**config.mk**
```make
export PLATFORM = sky130hd
export DESIGN_NAME = tmr_flag_unit
export DESIGN_NICKNAME = d
export VERILOG_FILES = /design/src/rtl/tmr_flag_pkg.sv /design/src/rtl/tmr_flag_event.sv /design/src/rtl/tmr_flag_cell.sv /design/src/rtl/tmr_flag_unit.sv
export SDC_FILE = /design/constraint.sdc
export NUM_CORES = 1
export LEC_CHECK = 0
export BUFFER_PORTS_ARGS = -buffer_cell sky130_fd_sc_hd__buf_4
export CAP_MARGIN = 20
export CORE_ASPECT_RATIO = 1.1
export CORE_MARGIN = 4
export CORE_UTILIZATION = 36
export DETAILED_ROUTE_END_ITERATION = 8
export GPL_ROUTABILITY_DRIVEN = 0
export PLACE_DENSITY = 0.79
export SYNTH_ARGS = -nofsm -noshare
export SYNTH_HDL_FRONTEND = slang
export SYNTH_SLANG_ARGS = --single-unit
export TNS_END_PERCENT = 20
```
**constraint.sdc**
```tcl
create_clock -name clk -period 1 [get_ports clk]
set_input_delay 0 -clock clk [delete_from_list [all_inputs] [get_ports clk]]
set_output_delay 0 -clock clk [all_outputs]
set_load 0.05 [all_outputs]
```
**src/rtl/tmr_flag_pkg.sv**
```systemverilog
package tmr_flag_pkg;
  localparam int NUM_FLAGS = 2;
  localparam int IDX_B     = 0;
  localparam int IDX_C     = 1;

  typedef enum logic {
    MODE_COMPARE = 1'b0,
    MODE_CAPTURE = 1'b1
  } flag_mode_e;
endpackage

```
**src/rtl/tmr_flag_event.sv**
```systemverilog
module tmr_flag_event #(
  parameter int CNT_W = 16
) (
  input  logic [CNT_W-1:0] cnt,
  input  logic [CNT_W-1:0] reg_val,
  input  logic             mode,
  input  logic             cap_stb,
  output logic             set_o
);
  import tmr_flag_pkg::*;

  flag_mode_e mode_e;
  logic       hit_cmp;
  logic       hit_cap;

  always_comb begin
    mode_e  = flag_mode_e'(mode);
    hit_cmp = (mode_e == MODE_COMPARE) && (cnt == reg_val);
    hit_cap = (mode_e == MODE_CAPTURE) && cap_stb;
    set_o   = hit_cmp || hit_cap;
  end
endmodule

```
**src/rtl/tmr_flag_cell.sv**
```systemverilog
module tmr_flag_cell (
  input  logic clk,
  input  logic rst,
  input  logic set_i,
  input  logic rd_en,
  input  logic wr_en,
  input  logic wr_bit,
  input  logic dma_ack,
  input  logic dma_disel,
  input  logic ien,
  output logic flag_o,
  output logic irq_o
);
  logic flag_q, arm_q, irq_q;
  logic sw_clr, dma_clr;
  logic flag_d, arm_d;

  always_comb begin
    sw_clr  = wr_en && !wr_bit && arm_q;
    dma_clr = dma_ack && !dma_disel;
    // set has priority so no event is lost
    if (set_i)                  flag_d = 1'b1;
    else if (sw_clr || dma_clr) flag_d = 1'b0;
    else                        flag_d = flag_q;
    if (rd_en && flag_q) arm_d = 1'b1;
    else if (wr_en)      arm_d = 1'b0;
    else                 arm_d = arm_q;
  end

  always_ff @(posedge clk) begin
    if (rst) begin
      flag_q <= 1'b0;
      arm_q  <= 1'b0;
      irq_q  <= 1'b0;
    end else begin
      flag_q <= flag_d;
      arm_q  <= arm_d;
      irq_q  <= flag_d && ien;
    end
  end

  assign flag_o = flag_q;
  assign irq_o  = irq_q;

  // any set event leaves the flag high
  p_set_wins_r8: assert property (@(posedge clk) disable iff (rst)
    set_i |=> flag_q);

  // armed write of zero clears
  p_sw_clear_r6: assert property (@(posedge clk) disable iff (rst)
    (wr_en && !wr_bit && arm_q && !set_i) |=> !flag_q);

  // without an armed zero write or controller clear, a set flag stays
  p_hold_r5: assert property (@(posedge clk) disable iff (rst)
    (flag_q && !(wr_en && !wr_bit && arm_q) && !(dma_ack && !dma_disel)) |=> flag_q);

  // controller activation with disable-select low clears
  p_dma_clear_r7: assert property (@(posedge clk) disable iff (rst)
    (dma_ack && !dma_disel && !set_i) |=> !flag_q);

  // request follows flag and enable
  p_irq_r9: assert property (@(posedge clk) disable iff (rst)
    ien |=> (irq_q == flag_q));
  p_irq_off_r9: assert property (@(posedge clk) disable iff (rst)
    !ien |=> !irq_q);
endmodule

```
**src/rtl/tmr_flag_unit.sv**
```systemverilog
module tmr_flag_unit #(
  parameter int CNT_W   = 16,
  parameter bit FULL_CH = 1'b1
) (
  input  logic                 clk,
  input  logic                 rst,
  input  logic [CNT_W-1:0]     cnt,
  input  logic [2*CNT_W-1:0]   cmp_regs,
  input  logic [1:0]           cap_mode,
  input  logic [1:0]           cap_stb,
  input  logic                 rd_en,
  input  logic                 wr_en,
  input  logic [1:0]           wr_data,
  input  logic [1:0]           dma_ack,
  input  logic                 dma_disel,
  input  logic [1:0]           irq_en,
  output logic [1:0]           flags,
  output logic [1:0]           rd_data
  , output logic [1:0]         irq
);
  import tmr_flag_pkg::*;

  localparam int NF = NUM_FLAGS;

  logic [NF-1:0] flag_w, irq_w;
  logic [NF-1:0] rd_q;

  for (genvar i = 0; i < NF; i++) begin : g_flag
    if (i == IDX_C && !FULL_CH) begin : g_absent
      assign flag_w[i] = 1'b0;
      assign irq_w[i]  = 1'b0;
    end else begin : g_present
      logic set_w;
      tmr_flag_event #(.CNT_W(CNT_W)) u_evt (
        .cnt     (cnt),
        .reg_val (cmp_regs[i*CNT_W +: CNT_W]),
        .mode    (cap_mode[i]),
        .cap_stb (cap_stb[i]),
        .set_o   (set_w)
      );
      tmr_flag_cell u_cell (
        .clk       (clk),
        .rst       (rst),
        .set_i     (set_w),
        .rd_en     (rd_en),
        .wr_en     (wr_en),
        .wr_bit    (wr_data[i]),
        .dma_ack   (dma_ack[i]),
        .dma_disel (dma_disel),
        .ien       (irq_en[i]),
        .flag_o    (flag_w[i]),
        .irq_o     (irq_w[i])
      );
    end
  end

  always_ff @(posedge clk) begin
    if (rst)        rd_q <= '0;
    else if (rd_en) rd_q <= flag_w;
  end

  assign flags   = flag_w;
  assign irq     = irq_w;
  assign rd_data = rd_q;

  // read data is the snapshot from the read cycle
  p_rd_snap_r11: assert property (@(posedge clk) disable iff (rst)
    rd_en |=> (rd_data == $past(flags)));
  p_rd_hold_r11: assert property (@(posedge clk) disable iff (rst)
    !rd_en |=> $stable(rd_data));
endmodule

```
; ---- Word level (Yosys, flattened, before mapping)
; Cells that the tools add are included.
[op_classes]
order_cmp = 0
multipliers = 0
add_sub_neg = 0
bitwise_logic = 2
n_eq_ne = 2
reduce_logical = 23
n_div = 0
mux = 7
shifts = 0
[ops]
columns = cell, n
row1 = $eq 16x16->1, 2
row2 = $logic_and 1x1->1, 14
row3 = $mux 1, 7
row4 = $logic_or 1x1->1, 4
row5 = $reduce_bool 2->1, 2
row6 = $logic_not 1->1, 3
row7 = $not 1->1, 2
[word_totals]
latch_bits = 0
n_memories = 0
ramBits = 0
register_bits = 8
romBits = 0

; ---- Depth between registers and ports, before layout
[logic_depth]
word_depth = 7
depth_mapped = 4
ltp_nobuf = 4

; ---- Hierarchy
; A second synthesis with hierarchy kept.
[unflattened]
hier_cells = 74
hier_area_um2 = 703.2
[by_module_without_submodules]
columns = mod, instances, cells_each, area_each_um2
row1 = tmr_flag_event, 2, 23, 180.2
row2 = tmr_flag_cell, 2, 11, 137.6
row3 = tmr_flag_unit, 1, 6, 67.6

; ---- Worst setup path after synthesis
; OpenSTA, ideal clock, no wires.
[synth_timing]
path_type = register to register
start = reg, netlist name rd_data[0]
end = reg rd_q[0] (netlist: rd_data[0])
arrival_ns = 0.831
slack_ns = 0.099
t_required_ns = 0.930
stages_incl_launch_ff = 3
path_cell_list = dfxtp_1 -> nand2b_1 -> a21oi_1
[synth_rtl]
columns = item, line_no
row1 = "end signal, assigned", tmr_flag_unit.sv:59  ; else if (rd_en) rd_q <= flag_w;
row2 = "end, declared", tmr_flag_unit.sv:26  ; logic [NF-1:0] rd_q;

; ---- Final worst setup path
[layout_timing]
start = reg g_flag[0].g_present.u_cell.arm_q
end = reg g_flag[0].g_present.u_cell.flag_q
[layout_between]
elab_chain_cells = 4
[layout_lines]
columns = item, line_no
row1 = "start, declared", tmr_flag_cell.sv:14  ; logic flag_q, arm_q, irq_q;
row2 = "start signal, assigned", tmr_flag_cell.sv:37  ; arm_q <= arm_d;
row3 = $logic_and 1x1->1, tmr_flag_cell.sv:19  ; sw_clr = wr_en && !wr_bit && arm_q;
row4 = $logic_or 1x1->1, tmr_flag_cell.sv:23  ; else if (sw_clr || dma_clr) flag_d = 1'b0;
row5 = $mux 1, tmr_flag_cell.sv:23
row6 = $mux 1, tmr_flag_cell.sv:22  ; if (set_i) flag_d = 1'b1;
row7 = "end signal, assigned", tmr_flag_cell.sv:36  ; flag_q <= flag_d;
row8 = "end, declared", tmr_flag_cell.sv:14
; Every way passes these cells.
; A chain may end at the register's enable or synchronous reset.

==> summary.md <==
| Metric | Value |
|---|---|
| Max FO, Critical Path | 2 |
| Worst r2r dst | g_flag[0].g_present.u_cell.flag_o |
| Die W | about 51 um |
| VDD IR max | between 0.0004 and 0.0005 V |
| Part of the cycle the worst path needs | 90.9% |
| Crit path launch type | flop |
| Psw | about 0.30 mW |
| Internal | around 0.72 mW |
| Half-perimeter wire length after placement | between 2 and 2.5 mm |
| Syn_nets | 146 |
| Worst R2R Start | g_flag[0].g_present.u_cell.arm_q |
| Detail Route Antenna Nets | 0 |
| Num CTS Buffers | 3 |
| Largest net degree at the start of global routing | 13 |
| Fin Hold WS | around 38 ps |
| Worst Tran Pin Value | 305 ps |
| Layout area overhead | 74.6% |
| Yosys warning count | 0 |
| Global route overflow | 0 |
| CTS H-Tree Depth | 1 |
| Hold Crit Depth | 3 |
| Die area | 0.00281 mm2 |
| Post-CTS sizing | 0 |
| Longest Clk Path Bufs | 2 |
| Sw Share | between 20 and 30% |
| Fin nets | 215 |
| Slew HR | slightly below 80% |
| Total track usage | between 10% and 20% |
| Crit path DAT | around 1000 ps |
| Clock transition at the registers of the reported paths | roughly 50 ps |
| Num rows | 16 |
| Sequential area share after synthesis | 22.0% |
| Initial antenna violation count | 0 |
| CP Capture Type | flop |
| Worst Skew | between 1.5 and 2 ps |
| Run status | finished, final reports clean |
| Num Clock Sinks | 8 |
| N_diodes | 0 |
| Number of synthesized register bits | 8 |
| RSZ-0062 raised after global routing | no |
| Initial DRC count | 3 |
| Met3 WL | a little over 400 um |
| Total Wirelength | 2.28 mm |
| Hold_sp | irq_en[0] |
| Final min period | between 900 and 1000 ps |
| Synthesized area per cell | about 8.8 um2 |
| DR vias/cell | between 4 and 5 |
| Total number of vias | roughly 850 |
| Leak pwr | ~0.6 nW |
| PortBufs | 68 |
| Cells after synthesis | a little over 80 |
| Crit Path Class | flop to flop |
| Final worst slack | between 90 and 100 ps |
| Largest stage delay on the critical path | between 300 and 400 ps |
| Slowest CP cell | dfxtp_1 |
| I/O pin count | 69 |
| Total Power | approximately 1.0 mW |
| WL per Instance | roughly 13 um |
| PwrDens | between 800 and 900 mW/mm2 |
| Clk root buf | clkbuf_4 |
| Post-DP Area | 0.00124 mm2 |
| # setup viols final | 0 |
| Reg2Reg Setup Slack | slightly above 90 ps |
| Distinct cells, synth | 19 |
| Cell area after layout | about 0.0013 mm2 |
| MaxCap Viol Count | 0 |
| Final hold vios | 0 |
| Most common cell after layout, fill and taps aside | buf_4 |
| Mapped Area | 728 um2 |
| DRC viols | 0 |
| Max Slew Vio Count | 0 |
| First-pass GRT wire length | 3.44 mm |
| 1st-pass router iterations | 4 |
| Worst R2R Path Depth | 3 |
| Sequential share of power | about a third |
| Fill cells | around 160 |
| Initial Util | around two fifths |
| Number of global-route vias before repair | roughly 870 |
| Crit path cell chain | nand3b_1 > a32oi_1 > o22ai_1 |
| WP buf/inv | 0 |
| CP required | 1130 ps |
| DRT met1 WL | roughly 760 um |
| DP Worst Slack | -87.3 ps |
| Chip height | about 55 um |
| Worst skew pair latency | roughly 250 ps |
| Min-delay worst type | input pin to flop |
| CTS tree | built |
| Clock share of power | around 23% |
| Met2 WL | 1.08 mm |
| Most frequent cells in the layout | buf_4, xor2_1, dfxtp_1 |
| Top Family by Delay on Critical Path | compound AO/OA/AOI/OAI gates |
| Fraction of layout cells with a size suffix above 1 | about half |
| Hold path endpoint | g_flag[0].g_present.u_cell.irq_o |
| CORE AREA | around 0.0018 mm2 |
| Fmax | between 1000 and 1500 MHz |
| Part of the power in combinational logic | approximately 43% |
| Max layer used | met4 |
per-stage QoR:
| stage | TNS (ps) | util, % | std cells |
|---|---|---|---|
| after global placement | -85.1 | 67.3 | 173 |
| after floorplan | 0 | - | 83 |
| final | 0 | 69.0 | 177 |
| after detailed placement | -87.3 | 67.3 | 173 |
| after global routing | 0 | 69.0 | 177 |
| after CTS | 0 | 69.0 | 177 |
worst max-delay path by stage:
| stage | cells past startpoint | end | slack (ps) | start |
|---|---|---|---|---|
| after floorplan | 2 | rd_data[0] | 100 | rd_data[0] |
| after global placement | 5 | g_flag[1].g_present.u_cell.irq_o | -80 | cnt[15] |
| after detailed placement | 5 | g_flag[1].g_present.u_cell.irq_o | -90 | cnt[15] |
| after CTS | 3 | g_flag[1].g_present.u_cell.irq_o | 80 | g_flag[1].g_present.u_cell.arm_q |
| after global routing | 3 | g_flag[0].g_present.u_cell.flag_o | 40 | g_flag[0].g_present.u_cell.arm_q |
| final | 3 | g_flag[0].g_present.u_cell.flag_o | 90 | g_flag[0].g_present.u_cell.arm_q |
what timing repair did:
action                                 CTS  global route
buffers inserted                         0             0
endpoints found under the hold margin    4             0
hold buffers                             1             0
state kept, by name (all words and copies together), names as in the netlist:
| name | flops |
|---|---|
| g_flag.g_present.u_cell.arm_q | 2 |
| g_flag.g_present.u_cell.flag_o | 2 |
| g_flag.g_present.u_cell.irq_o | 2 |
| rd_data | 2 |
final cells by class:
| type | count | area [um2] | share of cell area [%] |
|---|---|---|---|
| clock buffer | 3 | 22.5 | 1.77 |
| timing repair buffer | 69 | 520 | 40.9 |
| sequential | 8 | 160 | 12.6 |
| multi-input combinational | 68 | 527 | 41.4 |
| tap | 27 | 33.8 | 2.66 |
| inverter | 2 | 7.51 | 0.591 |
power by group through the flow:
| stage | Clock, mW | Sequential (mW) | Combinational, mW |
|---|---|---|---|
| final | 0.237 | 0.341 | 0.443 |
| after global routing | 0.259 | 0.342 | 0.478 |
| after CTS | 0.241 | 0.342 | 0.448 |
| after detailed placement | 0 | 0.348 | 0.444 |
| after global placement | 0 | 0.348 | 0.432 |
| after floorplan | 0 | 0.355 | 0.184 |
worst reg2reg max path, delay by kind of cell (launching register included):
| family | cells | cell delay [ps] |
|---|---|---|
| compound gates | 2 | 380 |
| flops | 1 | 330 |
| simple gates | 1 | 80 |
routing by layer:
| metal | vias up | track usage, % |
|---|---|---|
| li1 | 422 | - |
| met1 | 359 | 15.4 |
| met2 | 61 | 30.9 |
| met3 | 4 | 10.2 |
| met4 | 0 | 6.73 |
| met5 | - | 0 |
cell usage after synthesis, drive strengths merged:
| cell type | number | area share (%) |
|---|---|---|
| xor2 | 32 | 38 |
| dfxtp | 8 | 22 |
| nand2b | 6 | 5.2 |
| nor4 | 6 | 8.1 |
| a21oi | 4 | 2.7 |
| buf | 4 | 4.1 |
| nand3b | 4 | 4.1 |
| a32oi | 2 | 2.4 |
| inv | 2 | 1.0 |
| nand2 | 2 | 1.0 |
| nand3 | 2 | 1.4 |
| nand4b | 2 | 2.4 |
| nor2 | 2 | 1.0 |
| nor3 | 2 | 1.4 |
| o22ai | 2 | 1.7 |
| o32ai | 2 | 2.4 |
| clkbuf | 1 | 0.51 |
kinds of logic after synthesis:
family	Yosys count	share of synthesized area, %
xor gates and xnor gates	32	38.5
DFF	8	22.0
and+or+nand+nor	26	24.6
buffers and inverters	7	5.67
AOI/OAI and AO/OA	10	9.28
(Power assumes the default switching activity.)
